--- src/rtl/brev_agu_pkg.sv ---
package brev_agu_pkg;
  typedef enum logic [2:0] {
    AM_PLAIN   = 3'd0,
    AM_POSTINC = 3'd1,
    AM_POSTDEC = 3'd2,
    AM_PREINC  = 3'd3,
    AM_PREDEC  = 3'd4
  } am_e;

  typedef struct packed {
    logic active;   // reversal path selected
    logic pre;      // address the updated pointer
    logic modify;   // mode writes the pointer back
    logic incr;     // direction of the linear step
  } agu_dec_t;
endpackage

--- src/rtl/brev_gate.sv ---
module brev_gate
  import brev_agu_pkg::*;
#(
  parameter int unsigned IDXW   = 4,
  parameter int unsigned SP_IDX = 15
) (
  input  logic [IDXW-1:0] reg_idx,
  input  logic [2:0]      mode,
  input  logic            is_byte,
  input  logic            brev_en,
  output agu_dec_t        dec
);
  logic inc_mode;
  logic not_sp;

  always_comb begin
    inc_mode   = (mode == AM_PREINC) || (mode == AM_POSTINC);
    not_sp     = (reg_idx != IDXW'(SP_IDX));
    dec.active = brev_en && not_sp && inc_mode && !is_byte;
    dec.pre    = (mode == AM_PREINC) || (mode == AM_PREDEC);
    dec.modify = (mode == AM_PREINC) || (mode == AM_POSTINC) ||
                 (mode == AM_PREDEC) || (mode == AM_POSTDEC);
    dec.incr   = inc_mode;
  end
endmodule

--- src/rtl/brev_revadd.sv ---
module brev_revadd #(
  parameter int unsigned AW = 16
) (
  input  logic [AW-1:0] a,
  input  logic [AW-1:0] m,
  output logic [AW-1:0] sum
);
  logic [AW-1:0] a_r, m_r, s_r;

  // mirror operands, add, mirror back: carry then runs toward bit 0
  for (genvar i = 0; i < AW; i++) begin : g_mirror
    assign a_r[i]        = a[AW-1-i];
    assign m_r[i]        = m[AW-1-i];
    assign sum[AW-1-i]   = s_r[i];
  end

  assign s_r = a_r + m_r;
endmodule

--- src/rtl/brev_linear.sv ---
module brev_linear
  import brev_agu_pkg::*;
#(
  parameter int unsigned AW = 16
) (
  input  logic [AW-1:0] ptr,
  input  agu_dec_t      dec,
  input  logic          is_byte,
  output logic [AW-1:0] ea,
  output logic [AW-1:0] wb
);
  logic [AW-1:0] step;
  logic [AW-1:0] moved;

  always_comb begin
    step  = is_byte ? AW'(1) : AW'(2);
    moved = dec.incr ? (ptr + step) : (ptr - step);
    wb    = dec.modify ? moved : ptr;
    ea    = (dec.modify && dec.pre) ? moved : ptr;
  end
endmodule

--- src/rtl/brev_agu.sv ---
module brev_agu
  import brev_agu_pkg::*;
#(
  parameter int unsigned IDXW   = 4,
  parameter int unsigned AW     = 16,
  parameter int unsigned SP_IDX = 15
) (
  input  logic            clk,
  input  logic            rst_n,
  input  logic            req_valid,
  input  logic [IDXW-1:0] reg_idx,
  input  logic [AW-1:0]   ptr,
  input  logic [2:0]      mode,
  input  logic            is_byte,
  input  logic            brev_en,
  input  logic [AW-2:0]   pivot,
  output logic            out_valid,
  output logic [AW-1:0]   eff_addr,
  output logic [AW-1:0]   wb_value,
  output logic            wb_en,
  output logic            mod_inhibit
);
  localparam logic [AW-1:0] WORD_MASK = ~AW'(1);

  agu_dec_t      dec;
  logic [AW-1:0] ptr_w;
  logic [AW-1:0] pivot_bytes;
  logic [AW-1:0] rev_sum;
  logic [AW-1:0] rev_next;
  logic [AW-1:0] lin_ea, lin_wb;
  logic [AW-1:0] ea_d, wb_d;
  logic          wb_en_d;
  logic          brev_hit;   // request accepted on the reversed path

  brev_gate #(.IDXW(IDXW), .SP_IDX(SP_IDX)) u_gate (
    .reg_idx (reg_idx),
    .mode    (mode),
    .is_byte (is_byte),
    .brev_en (brev_en),
    .dec     (dec)
  );

  assign ptr_w       = ptr & WORD_MASK;
  assign pivot_bytes = {pivot, 1'b0};

  brev_revadd #(.AW(AW)) u_revadd (
    .a   (ptr_w),
    .m   (pivot_bytes),
    .sum (rev_sum)
  );

  assign rev_next = rev_sum & WORD_MASK;

  brev_linear #(.AW(AW)) u_lin (
    .ptr     (ptr),
    .dec     (dec),
    .is_byte (is_byte),
    .ea      (lin_ea),
    .wb      (lin_wb)
  );

  assign brev_hit = req_valid && dec.active;

  always_comb begin
    if (dec.active) begin
      ea_d    = dec.pre ? rev_next : ptr_w;
      wb_d    = rev_next;
      wb_en_d = 1'b1;
    end else begin
      ea_d    = lin_ea;
      wb_d    = lin_wb;
      wb_en_d = dec.modify;
    end
  end

  always_ff @(posedge clk or negedge rst_n) begin
    if (!rst_n) begin
      out_valid   <= 1'b0;
      eff_addr    <= '0;
      wb_value    <= '0;
      wb_en       <= 1'b0;
      mod_inhibit <= 1'b0;
    end else begin
      out_valid <= req_valid;
      if (req_valid) begin
        eff_addr    <= ea_d;
        wb_value    <= wb_d;
        wb_en       <= wb_en_d;
        mod_inhibit <= dec.active;
      end else begin
        mod_inhibit <= 1'b0;
      end
    end
  end
endmodule

--- config.mk ---
export PLATFORM = sky130hd
export DESIGN_NAME = brev_agu
export DESIGN_NICKNAME = d
export VERILOG_FILES = /design/src/rtl/brev_agu_pkg.sv /design/src/rtl/brev_gate.sv /design/src/rtl/brev_revadd.sv /design/src/rtl/brev_linear.sv /design/src/rtl/brev_agu.sv
export SDC_FILE = /design/constraint.sdc
export NUM_CORES = 1
export LEC_CHECK = 0
export ABC_AREA = 1
export BUFFER_PORTS_ARGS = -buffer_cell sky130_fd_sc_hd__buf_2
export CAP_MARGIN = 15
export CELL_PAD_IN_SITES_DETAIL_PLACEMENT = 1
export CELL_PAD_IN_SITES_GLOBAL_PLACEMENT = 1
export CORE_ASPECT_RATIO = 2
export CORE_MARGIN = 3
export CORE_UTILIZATION = 41
export CTS_CLUSTER_DIAMETER = 80
export DETAILED_ROUTE_END_ITERATION = 8
export GPL_TIMING_DRIVEN = 1
export PLACE_DENSITY = 0.9
export SYNTH_ARGS = -nofsm -noshare
export SYNTH_HDL_FRONTEND = slang
export SYNTH_SLANG_ARGS = --single-unit
--- constraint.sdc ---
create_clock -name clk -period 1.3 [get_ports clk]
set_clock_uncertainty 0.05 [all_clocks]
set_input_delay 0.195 -clock clk [delete_from_list [all_inputs] [get_ports clk]]
set_output_delay 0.195 -clock clk [all_outputs]
set_load 0.005 [all_outputs]
==> results of run 1 <==
through the flow:
stage          setup WS [ps]  setup TNS, ps  hold slack (ps)
3_3_place_gp          -707.6         -20730            117.0
4_1_cts               -488.2         -11050            125.3
2_1_floorplan         -369.0          -8578           -150.6
3_5_place_dp          -917.0         -23980            132.3
cell usage after synthesis, types with 2 or more instances:
master    count  area [µm²]
clkbuf_1      6       22.52
o21ai_0      34       170.2
fa_1          2       40.04
nand4_1      10       62.56
or2_2         2       12.51
dfrtp_1      35       875.8
nor2_1       38       142.6
buf_6         2       22.52
nand2_2       2       12.51
a21oi_1      30       150.1
nand3b_1      4       30.03
nand3_1      59       295.3
ha_1         29       362.9
buf_2         5       25.02
xnor2_1       3       26.28
nand2_1     267        1002
nor3_1        3       15.01
and2_1        5       31.28
inv_1       111       416.7
xor2_1        4       35.03
layer usage:
layer / GRT overflow / global-route usage [%]
met3: 0 / 31.64
met1: 0 / 55.23
met5: 0 / 0
met2: 1 / 85.80
met4: 2 / 62.29
logic make-up after synthesis:
logic type / synth area share (%)
AOI/OAI and AO/OA: 9.289
xor gates and xnor gates: 1.591
adders and majority gates: 10.46
buffers and inverters: 13.45
DFF: 22.73
muxes: 0.2598
and+or+nand+nor: 42.22
what timing repair did:
| action | 4_1_cts |
|---|---|
| endpoints found under the setup margin | 34 |
| hold buffers | 1 |
| setup buffers | 18 |
| hold endpoints to repair | 35 |
| pin swaps | 63 |
| cloned | 4 |
| resized for setup | 135 |
==> results.md, run 1 <==
* Post-synth EDFFs at 0
* Mean area per synthesized cell at 5.811 µm²
* IO buf count at 77
* Num CTS Buffers at 5
* Post-Synthesis Net Count at 737
* Async S/R FF share, synth at 100.0%
* Register bit total from synthesis at 35
* Site Rows at 49
* Area of placed instances at 5261 µm²
* GP Congestion at 1.001
* Initial Util at 42.46%
* Count of cell types in the netlist at 32
* Error that ended the run: [ERROR GRT-0116] Global routing finished with congestion. Check the congestion regions in the DRC Viewer.
* Main flop type after synthesis: dfrtp_1
* Largest net degree at the start of global routing at 36
* Hpwl dp at 14390 µm
* Placed insts at 895
* Die width at 74.54 µm
* Last stage reached: global routing
* Num Clock Sinks at 35
* Synth Cell Area at 3852 µm²
* Total congestion overflow at 3
* GRT Total Usage at 59.29%
* Yosys warnings at 0
* Seq/Total Area, Yosys at 22.73%
* Mapped Cells at 663
* Vias in the first global route at 7253
* First-pass GRT wire length at 45560 µm
* CTS HTree Levels at 2
* Root Driver: clkbuf_16
* Outcome: did not finish
* Maximum root-to-sink buffer count at 2
* Die Height at 143.1 µm
* Io pins at 78
==> run 2: changes to the inputs <==
- CELL_PAD_IN_SITES_DETAIL_PLACEMENT: 1 -> not set
- CELL_PAD_IN_SITES_GLOBAL_PLACEMENT: 1 -> not set
- CORE_ASPECT_RATIO: 2 -> not set
- CORE_UTILIZATION: 41 -> 40
- CTS_CLUSTER_DIAMETER: 80 -> not set
- PLACE_DENSITY: 0.9 -> not set
- PLACE_DENSITY_LB_ADDON: not set -> 0.15
==> run 2 against run 1 <==
The flow now finishes, with violations (setup timing). Area after synthesis unchanged. Synthesized cell count unchanged.
==> results.md, run 2 <==
* Mapped Cells at 663 (unchanged)
* Area of placed instances at 5308 µm² (+0.88%)
* Top post-synthesis cells by area: nand2_1, dfrtp_1, inv_1, ha_1, nand3_1
* DR vias at 4863
* Main flop type after synthesis: dfrtp_1
* Fmax at 572.4 MHz
* Routed vias/inst at 5.060
* GP Congestion at 0.8836 (-12%)
* Pwr dens at 777.3 nW/µm²
* Startpoint Class: input pin
* Most common cell after layout, fill and taps aside: nand2_1
* Share of the synthesized area in the top cell type at 26.01% (unchanged)
* CTS HTree Levels at 2 (unchanged)
* DRT Wirelength at 14830 µm
* Fin crit period at 1747 ps
* First-pass detailed-route iteration total at 6
* IO buf count at 77 (unchanged)
* Clock Latency Late Sink at 280 ps
* Register bit total from synthesis at 35 (unchanged)
* GRT met1 Usage at 32.58%
* Io pins at 78 (unchanged)
* Leakage at 3.425 nW
* Total congestion overflow at 0
* Synth-to-layout area growth at 64.73%
* Initial Util at 41.50% (-0.96 points)
* DRT iter0 DRCs at 224
* Die width at 104.1 µm (+40%)
* Count leader, synth: nand2_1
* Worst-path clk slew at 80 ps
* Peak VDD IR at 0.4804 mV
* Num Clock Sinks at 35 (unchanged)
* First-pass GRT wire length at 23190 µm
* Wire length per cell at 15.43 µm
* Final setup viols at 33
* Core Region at 9284 µm²
* Setup TNS at -11160 ps
* Final Cycle Share at 134.4%
* Tot Pwr at 4.933 mW
* Num CTS Buffers at 5 (unchanged)
* Number of nets in the layout at 905
* Async S/R FF share, synth at 100.0% (unchanged)
* Busiest grt layer: met2
* Synth top cells by count: nand2_1, inv_1, nand3_1
* Placed insts at 932 (+4.1%)
* Tightest Pin Transition at 446.8 ps
* Grt met3 use at 4.097%
* Required time of the critical path at 1440 ps
* Die Area at 10850 µm²
* Post-route design area at 6346 µm²
* Synth Cell Area at 3852 µm² (unchanged)
* Worst Path Max Fanout at 7
* Post-Synthesis Net Count at 737 (unchanged)
* Violated checks: setup timing
* Data arrival time of the worst path at 1890 ps
* Final worst slack at -447.2 ps
* Root Driver: clkbuf_8
* Site Rows at 35 (-29%)
* Maximum root-to-sink buffer count at 2 (unchanged)
* Worst Hold Class: input pin to register
* Final-report hold violation count at 0
* Rel. slew slack at 70.21%
* RSZ-0062 raised after global routing: yes
* Critical path class: input pin to register
* Max-slew violation count at 0
* # DRC at 0
* Initial antenna violation count at 0
* Max-cap violations at 0
* Met2 Use GR at 44.66%
* Cell taking the most area after synthesis: nand2_1
* Count of cell types in the netlist at 32 (unchanged)
* Vias in the first global route at 4804
* Post-synth EDFFs at 0 (unchanged)
* Final non-filler cell total at 961
* Commonest cells after routing, fill and taps aside: nand2_1, inv_1, buf_4
* Largest net degree at the start of global routing at 39
* Outcome: complete, but fails checks
* Seq/Total Area, Yosys at 22.73% (unchanged)
* Die Height at 104.1 µm (-27%)
* Critical Path End Type: register
* Final ANT Viol Nets at 0
* Mean area per synthesized cell at 5.811 µm² (unchanged)
* Diodes inserted at 0
* GRT Total Usage at 26.46%
* Fraction of layout cells with a size suffix above 1 at 43.87%
* Largest regs: eff_addr x16, wb_value x16
* Yosys warnings at 0 (unchanged)
* CTS tree: yes
* Hpwl dp at 11180 µm (-22%)
## run 2: cell counts after synthesis
No cell type changed its count.
## run 2: worst paths after layout
check / from / depth (start not counted) / slack [ps] / end
min in group asynchronous: rst_n / 3 / 430 / wb_value[13]$_DFFE_PN0P_
worst min register to register: eff_addr[3]$_DFFE_PN0P_ / 2 / 420 / eff_addr[3]$_DFFE_PN0P_
worst min-delay path: req_valid / 2 / 210 / out_valid$_DFF_PN0_
worst max-delay path: mode[2] / 15 / -450 / eff_addr[14]$_DFFE_PN0P_
worst max register to register: wb_value[15]$_DFFE_PN0P_ / 2 / 500 / wb_value[15]$_DFFE_PN0P_
max in group asynchronous: rst_n / 3 / 460 / eff_addr[10]$_DFFE_PN0P_
## run 2: cells by family (layout without fill, tap and decap cells)
logic type | after synthesis | after routing | synth area share, %
adders and majority gates | 31 | 31 | 10.46
and+or+nand+nor | 392 | 393 | 42.22
xor gates and xnor gates | 7 | 7 | 1.591
buffers and inverters | 128 | 296 | 13.45
AOI/OAI and AO/OA | 69 | 69 | 9.289
muxes | 1 | 1 | 0.2598
DFF | 35 | 35 | 22.73
## run 2: where the power goes
| group | leakage (nW) | internal (mW) | switching [mW] | total [mW] |
|---|---|---|---|---|
| sequential | 0.414 | 1.23 | 0.0860 | 1.32 |
| clock | 0.0581 | 0.571 | 0.435 | 1.01 |
| combinational | 2.95 | 1.15 | 1.46 | 2.61 |
| total | 3.43 | 2.95 | 1.98 | 4.93 |
## run 2: per-stage QoR
stage | util, % | setup WS, ps | hold slack, ps
6_report | 68.36 | -447.2 | 209.5
3_3_place_gp | 57.17 | -745.5 | 204.2
4_1_cts | 63.99 | -405.1 | 200.8
3_5_place_dp | 57.17 | -792.0 | 209.5
5_1_grt | 68.36 | -534.7 | 202.2
2_1_floorplan | - | -369.0 | -150.6
## run 2: final cells by class
type	instances	area (µm²)
Fill cell	786	2938
Tap cell	129	161.4
Timing Repair Buffer	175	1262
Sequential cell	35	875.8
Inverter	113	437.9
Clock inverter	3	43.79
Multi-Input combinational cell	501	3496
Clock buffer	5	68.82
## run 2: critical path: stages
cell        delay (ps)
buf_8              100
clkinvlp_4         130
buf_12             140
nand2_8             90
ha_4               360
nand2_4             90
nor2_4             130
and2_1             180
nand2_4             70
nand2_2             70
nand2_2             60
nand3_1             90
nand2_1             50
nand2_1             70
nand2_1             50
## run 2: metal layers
layer  vias up  share of wire (%)
met5         -                  0
met4         0                5.5
met3        48                5.3
met2       186                 48
met1      2216                 41
li1       2413                  -
## run 2: timing repair
action / in CTS / in global routing
gates cloned: 2 / 0
endpoints found under the setup margin: 33 / 33
buffers inserted: 12 / 7
hold buffers: 1 / 0
pin swaps: 49 / 47
hold endpoints to repair: 35 / 0
gates resized for setup: 98 / 88
Note: power is estimated with default switching activity, not from simulation.
==> run 3: changes to the inputs <==
- CORE_ASPECT_RATIO: not set -> 2
==> run 3 against run 2 <==
The flow still finishes with violations (setup timing). Wire length rose by 4.6%. Sequential share of layout area rose by 0.41 points. Worst hold slack got worse by 150 ps. Global-route usage rose by 2.0 points. Sequential cell count did not move. Highest routed layer unchanged. Sequential power barely moved. Cell count fell by 3.5%. Core utilization fell by 2.7 points. Count of clock-buffer cells in the layout did not move.
==> results.md, run 3 (same netlist as run 2, synthesis figures left out) <==
* Largest regs: eff_addr x16, wb_value x16
* Worst Hold Class: input pin to register
* Final worst slack at -468.7 ps (-21.53 ps)
* Most common cell after layout, fill and taps aside: nand2_1
* Io pins at 78 (unchanged)
* First-pass detailed-route iteration total at 4 (-2)
* Root Driver: clkbuf_16
* GP Congestion at 0.9975 (+13%)
* Slowest stage delay, CP at 360 ps (about the same)
* Number of nets in the layout at 896 (-0.99%)
* CTS HTree Levels at 2 (unchanged)
* IO buf count at 77 (unchanged)
* Final setup viols at 31 (-6.1%)
* Rel. slew slack at 70.05% (-0.16 points)
* Vias in the first global route at 4807 (+0.062%)
* Clock Latency Late Sink at 280 ps (about the same)
* Pwr dens at 853.0 nW/µm² (+9.7%)
* # DRC at 0 (unchanged)
* Critical Path, Cell by Cell: buf_8 -> clkinvlp_4 -> nand2_8 -> ha_4 -> buf_6 -> nand2_1 -> nor2_1 -> nand3_1 -> nand4_1 -> nand2_2 -> o21bai_1 -> a21oi_2
* Leakage at 3.390 nW (-1.0%)
* FF/Latch Area at 875.8 µm² (unchanged)
* Max-cap violations at 0 (unchanged)
* Worst Path Max Fanout at 8 (+1)
* Largest net degree at the start of global routing at 34 (-13%)
* Fraction of layout cells with a size suffix above 1 at 39.13% (-4.7 points)
* Die width at 75.40 µm (-28%)
* First-pass GRT wire length at 23260 µm (+0.30%)
* Fmax at 565.4 MHz (-1.2%)
* Startpoint Class: input pin
* Data arrival time of the worst path at 1890 ps (about the same)
* Total congestion overflow at 0 (unchanged)
* Diodes inserted at 0 (unchanged)
* Maximum root-to-sink buffer count at 2 (unchanged)
* Critical Path End Type: register
* Tot Pwr at 5.257 mW (+6.6%)
* Synth-to-layout area growth at 59.99%
* Core Region at 9384 µm² (+1.1%)
* Initial Util at 41.05% (-0.44 points)
* Wire length per cell at 16.72 µm (+8.4%)
* Setup TNS at -11260 ps (-104.9 ps)
* DRT Wirelength at 15500 µm (+4.6%)
* Die Height at 144.8 µm (+39%)
* Multi-input gate area at 3341 µm² (-4.4%)
* Critical path class: input pin to register
* Pre-CTS setup slack at -804.5 ps (-12.50 ps)
* Commonest cells after routing, fill and taps aside: nand2_1, inv_1, buf_4
* GRT Total Usage at 28.43% (+2.0 points)
* Routed vias/inst at 5.237 (+3.5%)
* Crit-path slowest cell: ha_4
* Initial antenna violation count at 0 (unchanged)
* Worst-path clk slew at 60 ps (-20 ps)
* DR vias at 4855 (-0.16%)
* RSZ-0062 raised after global routing: yes
* Num CTS Buffers at 5 (unchanged)
* Required time of the critical path at 1420 ps (-20 ps)
* Site Rows at 50 (+43%)
* Die Area at 10920 µm² (+0.66%)
* Max-slew violation count at 0 (unchanged)
* Fin crit period at 1769 ps (+21.53 ps)
* # fillers at 845 (+7.5%)
* Num Clock Sinks at 35 (unchanged)
* Worst path bufs/invs at 3 (unchanged)
* Final-report hold violation count at 0 (unchanged)
* Hpwl dp at 11670 µm (+4.5%)
* Outcome: complete, but fails checks
* CTS tree: yes
* Violated checks: setup timing
* DRT iter0 DRCs at 296 (+32%)
* Crit-path leading delay family: simple AND/OR/NAND/NOR gates
* Tightest Pin Transition at 449.2 ps (+2.347 ps)
* Final ANT Viol Nets at 0 (unchanged)
* Final Cycle Share at 136.1% (+1.7 points)
* Peak VDD IR at 0.6793 mV (+41%)
run 3: changes by cell type in the layout (fill, tap and decap cells not counted), moves of 7 or more:
cell / before / now
nand3_1: 36 / 44
buf_6: 11 / 4
nand2_1: 198 / 210
nand2_2: 53 / 40
run 3: path summary, 6_finish.rpt:
kind                                            endpoint                     start  cells after the start  slack [ps]
worst max-delay path            wb_value[10]$_DFFE_PN0P_                   mode[2]                     12        -470
worst min-delay path                 out_valid$_DFF_PN0_                 req_valid                      1          60
worst max register to register  wb_value[15]$_DFFE_PN0P_  wb_value[15]$_DFFE_PN0P_                      2         540
worst min register to register  eff_addr[15]$_DFFE_PN0P_  eff_addr[15]$_DFFE_PN0P_                      2         420
max in group asynchronous        eff_addr[1]$_DFFE_PN0P_                     rst_n                      3         390
min in group asynchronous       wb_value[12]$_DFFE_PN0P_                     rst_n                      2         190
run 3: timing repair:
action                                  in CTS  in global routing
endpoints found under the setup margin      31                 32
pin swaps                                   36                 46
endpoints found under the hold margin       35                  0
setup buffers                                7                  2
gates cloned                                 3                  1
resized for setup                           65                 64
hold buffers                                 1                  0
run 3: layer usage:
metal | up-vias | track usage [%] | wire length [µm] | part of all wire [%]
li1 | 2387 | - | - | -
met1 | 2257 | 29.26 | 5496 | 35
met2 | 154 | 51.57 | 8130 | 52
met3 | 57 | 3.043 | 601 | 3.9
met4 | 0 | 18.89 | 1275 | 8.2
met5 | - | 0 | 0 | 0
run 3: where the power goes:
group	leakage (nW)	internal (mW)	switching (mW)
clock network	0.0838	0.904	0.485
registers	0.414	1.23	0.0866
logic	2.89	1.12	1.42
run 3: per-stage QoR:
| stage | hold WS [ps] | util, % | instance area [µm²] | cells |
|---|---|---|---|---|
| floorplan | -150.6 | - | 4252 | 663 |
| global placement | -61.20 | 56.49 | 5301 | 907 |
| detailed placement | -60.08 | 56.49 | 5301 | 907 |
| CTS | 56.01 | 62.51 | 5866 | 925 |
| global route | 53.56 | 65.68 | 6163 | 927 |
| finish | 60.25 | 65.68 | 6163 | 927 |
run 3: layout make-up:
cell class,count,area share [%]
multi-input combinational,501,54.20
tap,104,2.111
clock buffer,5,2.030
timing repair buffer,166,19.61
inverter,113,7.125
sequential,35,14.21
clock inverter,3,0.7105
